===== src/rtl/srf_pkg.sv =====
package srf_pkg;
  typedef enum logic [1:0] {
    ST_IDLE = 2'd0,
    ST_REQ  = 2'd1,
    ST_WAIT = 2'd2,
    ST_DONE = 2'd3
  } srf_state_e;
endpackage


===== src/rtl/srf_addr_gen.sv =====
module srf_addr_gen #(
  parameter int ADDR_W     = 32,
  parameter int IDX_W      = 8,
  parameter int STRIDE_LG2 = 2
) (
  input  logic [ADDR_W-1:0] base,
  input  logic [IDX_W-1:0]  idx,
  output logic [ADDR_W-1:0] addr
);
  logic [ADDR_W-1:0] offs;
  assign offs = ADDR_W'(idx) << STRIDE_LG2;
  assign addr = base + offs;
endmodule


===== src/rtl/srf_entry_eval.sv =====
module srf_entry_eval #(
  parameter int ADDR_W = 32,
  parameter int IDX_W  = 8,
  parameter int DATA_W = 32
) (
  input  logic [DATA_W-1:0] entry,
  input  logic [IDX_W-1:0]  cur_idx,
  input  logic [IDX_W:0]    ring_len,
  output logic              owned,
  output logic [IDX_W-1:0]  nxt_idx,
  output logic [ADDR_W-1:0] nxt_buf
);
  localparam int PTR_W = DATA_W - 1;

  logic [IDX_W:0] inc;

  assign owned = entry[DATA_W-1];
  assign inc   = {1'b0, cur_idx} + 1'b1;

  always_comb begin
    if (inc >= ring_len) nxt_idx = '0;
    else                 nxt_idx = inc[IDX_W-1:0];
  end

  generate
    if (ADDR_W >= PTR_W) begin : g_ext
      assign nxt_buf = ADDR_W'(entry[PTR_W-1:0]);
    end else begin : g_trunc
      assign nxt_buf = entry[ADDR_W-1:0];
    end
  endgenerate
endmodule


===== src/rtl/srf_ctrl.sv =====
module srf_ctrl
  import srf_pkg::*;
#(
  parameter int ADDR_W = 32,
  parameter int IDX_W  = 8
) (
  input  logic              clk,
  input  logic              rst_n,
  input  logic              opp_valid,
  output logic              opp_ready,
  input  logic              opp_active,
  input  logic [ADDR_W-1:0] opp_base,
  input  logic [IDX_W-1:0]  opp_idx,
  input  logic [ADDR_W-1:0] opp_buf,
  output logic [ADDR_W-1:0] cap_base,
  output logic [IDX_W-1:0]  cap_idx,
  output logic              rd_req_valid,
  input  logic              rd_req_ready,
  input  logic              rd_rsp_valid,
  output logic              rd_rsp_ready,
  input  logic              owned,
  input  logic [IDX_W-1:0]  nxt_idx,
  input  logic [ADDR_W-1:0] nxt_buf,
  output logic              done,
  output logic              proceed,
  output logic              started,
  output logic              out_active,
  output logic [IDX_W-1:0]  out_idx,
  output logic [ADDR_W-1:0] out_buf
);
  srf_state_e        state;
  logic [ADDR_W-1:0] cap_buf;

  assign opp_ready    = (state == ST_IDLE);
  assign rd_req_valid = (state == ST_REQ);
  assign rd_rsp_ready = (state == ST_WAIT);
  assign done         = (state == ST_DONE);

  always_ff @(posedge clk or negedge rst_n) begin
    if (!rst_n) begin
      state      <= ST_IDLE;
      cap_base   <= '0;
      cap_idx    <= '0;
      cap_buf    <= '0;
      proceed    <= 1'b0;
      started    <= 1'b0;
      out_active <= 1'b0;
      out_idx    <= '0;
      out_buf    <= '0;
    end else begin
      case (state)
        ST_IDLE: if (opp_valid) begin
          cap_base <= opp_base;
          cap_idx  <= opp_idx;
          cap_buf  <= opp_buf;
          if (opp_active) begin
            out_active <= 1'b1;
            out_idx    <= opp_idx;
            out_buf    <= opp_buf;
            proceed    <= 1'b1;
            started    <= 1'b0;
            state      <= ST_DONE;
          end else begin
            state <= ST_REQ;
          end
        end
        ST_REQ: if (rd_req_ready) state <= ST_WAIT;
        ST_WAIT: if (rd_rsp_valid) begin
          if (owned) begin
            out_active <= 1'b1;
            out_idx    <= nxt_idx;
            out_buf    <= nxt_buf;
            proceed    <= 1'b1;
            started    <= 1'b1;
          end else begin
            out_active <= 1'b0;
            out_idx    <= cap_idx;
            out_buf    <= cap_buf;
            proceed    <= 1'b0;
            started    <= 1'b0;
          end
          state <= ST_DONE;
        end
        default: state <= ST_IDLE;
      endcase
    end
  end


  accept_block_chk: assert property (@(posedge clk) disable iff (!rst_n)
    (opp_valid && opp_ready) |=> !opp_ready)
    else $error("opportunity taken while busy");


  active_noread_chk: assert property (@(posedge clk) disable iff (!rst_n)
    (opp_valid && opp_ready && opp_active) |=> (done && !rd_req_valid && proceed))
    else $error("active channel did not pass through");


  single_out_chk: assert property (@(posedge clk) disable iff (!rst_n)
    (rd_rsp_ready && !rd_rsp_valid) |=> (!rd_req_valid && !done))
    else $error("second request while one outstanding");


  start_flags_chk: assert property (@(posedge clk) disable iff (!rst_n)
    (done && started) |-> (proceed && out_active))
    else $error("start result inconsistent");


  skip_flags_chk: assert property (@(posedge clk) disable iff (!rst_n)
    (done && !proceed) |-> (!started && !out_active))
    else $error("skip result inconsistent");


  done_pulse_chk: assert property (@(posedge clk) disable iff (!rst_n)
    done |=> (!done && opp_ready))
    else $error("done longer than one cycle");
endmodule


===== src/rtl/seg_ring_fetch.sv =====
module seg_ring_fetch #(
  parameter int ADDR_W = 32,
  parameter int IDX_W  = 8,
  parameter int DATA_W = 32
) (
  input  logic              clk,
  input  logic              rst_n,
  input  logic [IDX_W:0]    ring_len,
  input  logic              opp_valid,
  output logic              opp_ready,
  input  logic              opp_active,
  input  logic [ADDR_W-1:0] opp_base,
  input  logic [IDX_W-1:0]  opp_idx,
  input  logic [ADDR_W-1:0] opp_buf,
  output logic              rd_req_valid,
  input  logic              rd_req_ready,
  output logic [ADDR_W-1:0] rd_req_addr,
  input  logic              rd_rsp_valid,
  output logic              rd_rsp_ready,
  input  logic [DATA_W-1:0] rd_rsp_data,
  output logic              done,
  output logic              proceed,
  output logic              started,
  output logic              out_active,
  output logic [IDX_W-1:0]  out_idx,
  output logic [ADDR_W-1:0] out_buf
);
  localparam int STRIDE_LG2 = $clog2(DATA_W / 8);

  logic [ADDR_W-1:0] cap_base;
  logic [IDX_W-1:0]  cap_idx;
  logic              owned;
  logic [IDX_W-1:0]  nxt_idx;
  logic [ADDR_W-1:0] nxt_buf;

  srf_addr_gen #(.ADDR_W(ADDR_W), .IDX_W(IDX_W), .STRIDE_LG2(STRIDE_LG2)) u_addr (
    .base (cap_base),
    .idx  (cap_idx),
    .addr (rd_req_addr)
  );

  srf_entry_eval #(.ADDR_W(ADDR_W), .IDX_W(IDX_W), .DATA_W(DATA_W)) u_eval (
    .entry    (rd_rsp_data),
    .cur_idx  (cap_idx),
    .ring_len (ring_len),
    .owned    (owned),
    .nxt_idx  (nxt_idx),
    .nxt_buf  (nxt_buf)
  );

  srf_ctrl #(.ADDR_W(ADDR_W), .IDX_W(IDX_W)) u_ctrl (
    .clk          (clk),
    .rst_n        (rst_n),
    .opp_valid    (opp_valid),
    .opp_ready    (opp_ready),
    .opp_active   (opp_active),
    .opp_base     (opp_base),
    .opp_idx      (opp_idx),
    .opp_buf      (opp_buf),
    .cap_base     (cap_base),
    .cap_idx      (cap_idx),
    .rd_req_valid (rd_req_valid),
    .rd_req_ready (rd_req_ready),
    .rd_rsp_valid (rd_rsp_valid),
    .rd_rsp_ready (rd_rsp_ready),
    .owned        (owned),
    .nxt_idx      (nxt_idx),
    .nxt_buf      (nxt_buf),
    .done         (done),
    .proceed      (proceed),
    .started      (started),
    .out_active   (out_active),
    .out_idx      (out_idx),
    .out_buf      (out_buf)
  );


  req_hold_chk: assert property (@(posedge clk) disable iff (!rst_n)
    (rd_req_valid && !rd_req_ready) |=> (rd_req_valid && $stable(rd_req_addr)))
    else $error("request dropped or address moved");
endmodule


===== config.mk =====
export PLATFORM = sky130hd
export DESIGN_NAME = seg_ring_fetch
export DESIGN_NICKNAME = d
export VERILOG_FILES = /design/src/rtl/srf_pkg.sv /design/src/rtl/srf_addr_gen.sv /design/src/rtl/srf_entry_eval.sv /design/src/rtl/srf_ctrl.sv /design/src/rtl/seg_ring_fetch.sv
export SDC_FILE = /design/constraint.sdc
export NUM_CORES = 1
export LEC_CHECK = 0
export ABC_AREA = 0
export BUFFER_PORTS_ARGS = -buffer_cell sky130_fd_sc_hd__buf_2
export CAP_MARGIN = 10
export CORE_MARGIN = 2
export CORE_UTILIZATION = 29
export DETAILED_ROUTE_END_ITERATION = 16
export GPL_TIMING_DRIVEN = 0
export SETUP_SLACK_MARGIN = 0.2
export SLEW_MARGIN = 20
export SYNTH_ARGS = -nofsm -noshare
export SYNTH_HDL_FRONTEND = slang
export SYNTH_SLANG_ARGS = --single-unit

===== constraint.sdc =====
create_clock -name clk -period 3.3 [get_ports clk]
set_input_delay 0.33 -clock clk [delete_from_list [all_inputs] [get_ports clk]]
set_output_delay 0.33 -clock clk [all_outputs]
set_load 0.02 [all_outputs]

==> key figures <==
Setup path
  – Critical path endpoint category: output pin
  – Critical path fanouts, max: 5
  – Critical Path Start Type: register
  – Crit-path cells: ha_2 > inv_1 > fa_2 > nor2b_2 > o21ai_1 > a21oi_2 > a21o_1 > buf_6 > nand4_1 > xnor2_1 > buf_2
  – Worst reg2reg path endpoint: u_ctrl.out_idx[1]$_DFFE_PN0P_
  – Worst R2R Setup Slack: between 500 and 600 ps
  – CP Data Required Time: ~3000 ps
  – Worst path slowest cell: dfrtp_1
  – Reg2Reg Depth: 12
  – Crit. Startpoint: u_ctrl.cap_base[2]$_DFFE_PN0P_
  – Slowest stage delay, CP: 360 ps
  – Setup crit end: rd_req_addr[28]
  – Critical Path AT: roughly 2600 ps
  – R2R Path Start: u_ctrl.cap_idx[4]$_DFFE_PN0P_
  – Kind of critical path: reg2out

Timing
  – Slew @ Worst Pin: 879 ps
  – Final min period: between 2000 and 3000 ps
  – Setup-failing EPs final: 0
  – Final Max Tran Viols: 0
  – Slew HR: 0.413
  – Final period utilization: 0.881
  – Final Hold Vio Count: 0
  – Clock Skew: 9.36 ps
  – RSZ-0062 raised after global routing: yes
  – FMAX: 344 MHz
  – Fin Setup TNS: 0 ps

Cells and area
  – Area Growth Syn to Fin: 32.9%
  – Commonest cells after routing, fill and taps aside: buf_2 (206), dfrtp_1 (114), mux2_2 (73), nor2_1 (52), nand2_1 (49)
  – Final nets: 950
  – Most common cell after layout, fill and taps aside: buf_2
  – Layout cells sized above 1: 0.418
  – Final non-filler cell area: 8250 um^2

Clock tree
  – CTS tree: yes
  – CTS buffer count: 17
  – Clk_lat worst skew: ~410 ps
  – H-tree depth: 4
  – CTS clock-pin slew for the worst setup and hold paths: 50 ps
  – Bufs on Longest Clock Path: 2
  – Root Driver: clkbuf_16
  – CTS sink cnt: 116

Floorplanning
  – Starting Density: 0.295
  – DIE AREA: 22600 um^2
  – I/O pin count: 198
  – Die Y: 150 um
  – Core Region: about 21000 um^2
  – Die span in x: around 150 um
  – Floorplan row count: 53

Synth
  – Mapped Cells: 586
  – Mapped Area: 6210 um^2
  – Post-synth EDFFs: 0
  – Distinct cells, synth: 48
  – FFs w/ async S/R, synth: 1.00
  – Synthesized net count: 728
  – Sequential area share after synthesis: 0.468
  – Seq cells post-synth: 116
  – Synth Warn #: 0
  – Synth Area per Inst: ~11 um^2
  – Synth Flop Type: dfrtp_1

Detailed routing
  – Starting DRC count in detailed routing: between 100 and 150
  – Final antenna-violating net count: 0
  – Pre-antenna DRT Iters: 5
  – DRC Markers: 0
  – Routed vias/inst: 4.71
  – Final WL: 18400 um
  – Routed vias: 5176
  – Routed WL per cell: 16.8 um

Global route
  – Largest net degree at the start of global routing: 75
  – First-pass GRT wire length: 28600 um
  – Grt ovf: 0
  – Initial antenna violation count: 4
  – Vias in the first global route: 5288
  – Gr usage total: 0.166

Placement
  – RePlAce Congestion: 0.793
  – DP Area: 7560 um^2
  – Detailed placer's ending HPWL: 13400 um
  – Port Buffers: 196

Pwr
  – Leakage Power: 0.00400 uW
  – P per Cell Area: 1160 nW/um^2
  – VDD IR-drop max: 447 uV

Outcome
  – Status: completed

Min path
  – Worst hold path class: in2reg

Flow run
  – Max Cap Violations: 0
## cell type report
| type | instances | area, um^2 |
|---|---|---|
| antenna | 2 | 5.00 |
| buffer | 33 | 181 |
| clock buffer | 19 | 433 |
| clock inverter | 13 | 160 |
| fill | 2121 | 12800 |
| inverter | 20 | 75.1 |
| multi-input combinational | 417 | 3070 |
| sequential | 116 | 2910 |
| tap | 275 | 344 |
| timing repair buffer | 203 | 1080 |
## how the worst min path moves through the flow
stage | start | end | slack (ps) | depth (start not counted)
2_1_floorplan | rst_n | u_ctrl.cap_base[0]$_DFFE_PN0P_ | 30 | 0
3_3_place_gp | u_ctrl.out_buf[16]$_DFFE_PN0P_ | u_ctrl.out_buf[16]$_DFFE_PN0P_ | 460 | 2
3_5_place_dp | rst_n | u_ctrl.cap_base[4]$_DFFE_PN0P_ | 290 | 1
4_1_cts | opp_base[22] | u_ctrl.cap_base[22]$_DFFE_PN0P_ | 130 | 2
5_1_grt | opp_base[17] | u_ctrl.cap_base[17]$_DFFE_PN0P_ | 130 | 2
6_report | opp_base[0] | u_ctrl.cap_base[0]$_DFFE_PN0P_ | 150 | 2
## worst max-delay path: cells and delay by family (launching register included)
family                   cells  cell delay [ps]
flip-flops                   1              360
XOR/XNOR                     1              180
adder cells (fa/ha/maj)      2              550
AO/OA/AOI/OAI                3              460
buffers and inverters        3              400
AND/OR/NAND/NOR              2              210
## state kept, by name, indices dropped and copies added, names as in the netlist
| signal | flops |
|---|---|
| u_ctrl.cap_base | 32 |
| u_ctrl.cap_buf | 32 |
| u_ctrl.out_buf | 32 |
| u_ctrl.cap_idx | 8 |
| u_ctrl.out_idx | 8 |
| u_ctrl.state | 2 |
| u_ctrl.out_active | 1 |
| u_ctrl.started | 1 |
## synthesized netlist by cell type (all sizes together) (2+ instances only)
master / instances / area, um^2
a221oi: 9 / 85.1
a21oi: 45 / 225
xnor2: 23 / 201
inv: 20 / 75.1
o21ai: 40 / 200
a21o: 4 / 30.0
nor2: 52 / 195
a211oi: 2 / 20.0
nand2: 50 / 195
buf: 25 / 146
ha: 22 / 275
clkbuf: 8 / 31.3
dfrtp: 116 / 2900
nand4: 9 / 56.3
nand3: 7 / 35.0
and3: 11 / 73.8
and2: 2 / 13.8
nand2b: 8 / 50.1
and4: 3 / 28.8
nor2b: 3 / 18.8
mux2: 73 / 822
xor2: 10 / 87.6
mux2i: 31 / 310
## power breakdown
group          internal (uW)  switching, uW  leakage [uW]
clock network           1190            697      0.000287
registers               2160            534       0.00139
logic                   2050           2930       0.00233
total                   5400           4160       0.00400
## logic make-up (layout without fill, tap and decap cells)
group | count (synthesis) | after routing | share of synthesized area
and+or+nand+nor | 148 | 148 | 0.113
DFF | 116 | 116 | 0.468
AOI/OAI and AO/OA | 109 | 109 | 0.102
muxes | 104 | 104 | 0.182
buffers and inverters | 53 | 288 | 0.0407
xor gates and xnor gates | 33 | 33 | 0.0466
adders and majority gates | 23 | 23 | 0.0476
other | 0 | 2 | 0
## per-layer routing
metal	vias up	track usage	routed length (um)
met2	164	0.269	8590
met5	-	0	22
met3	15	0.0655	1490
met1	2495	0.207	8190
li1	2498	-	-
met4	4	0.0401	146
## through the flow
| stage | util | setup WS (ps) | instances | hold slack, ps | power (uW) |
|---|---|---|---|---|---|
| after floorplan | - | 755 | 586 | 34.4 | 5990 |
| after global placement | 0.358 | 244 | 1057 | 456 | 7500 |
| after detailed placement | 0.360 | 420 | 1058 | 285 | 7590 |
| after CTS | 0.389 | 233 | 1093 | 129 | 9560 |
| after global routing | 0.392 | 198 | 1096 | 126 | 10300 |
| final | 0.392 | 392 | 1098 | 152 | 9560 |
## what timing repair did
action	4_1_cts	5_1_grt
pin swaps	1	4
hold buffers	1	0
setup buffers	2	2
endpoints found under the hold margin	42	0
gates cloned	0	1
endpoints found under the setup margin	11	19
gates resized for setup	1	16
No activity file was read; power rests on OpenSTA's default activity.
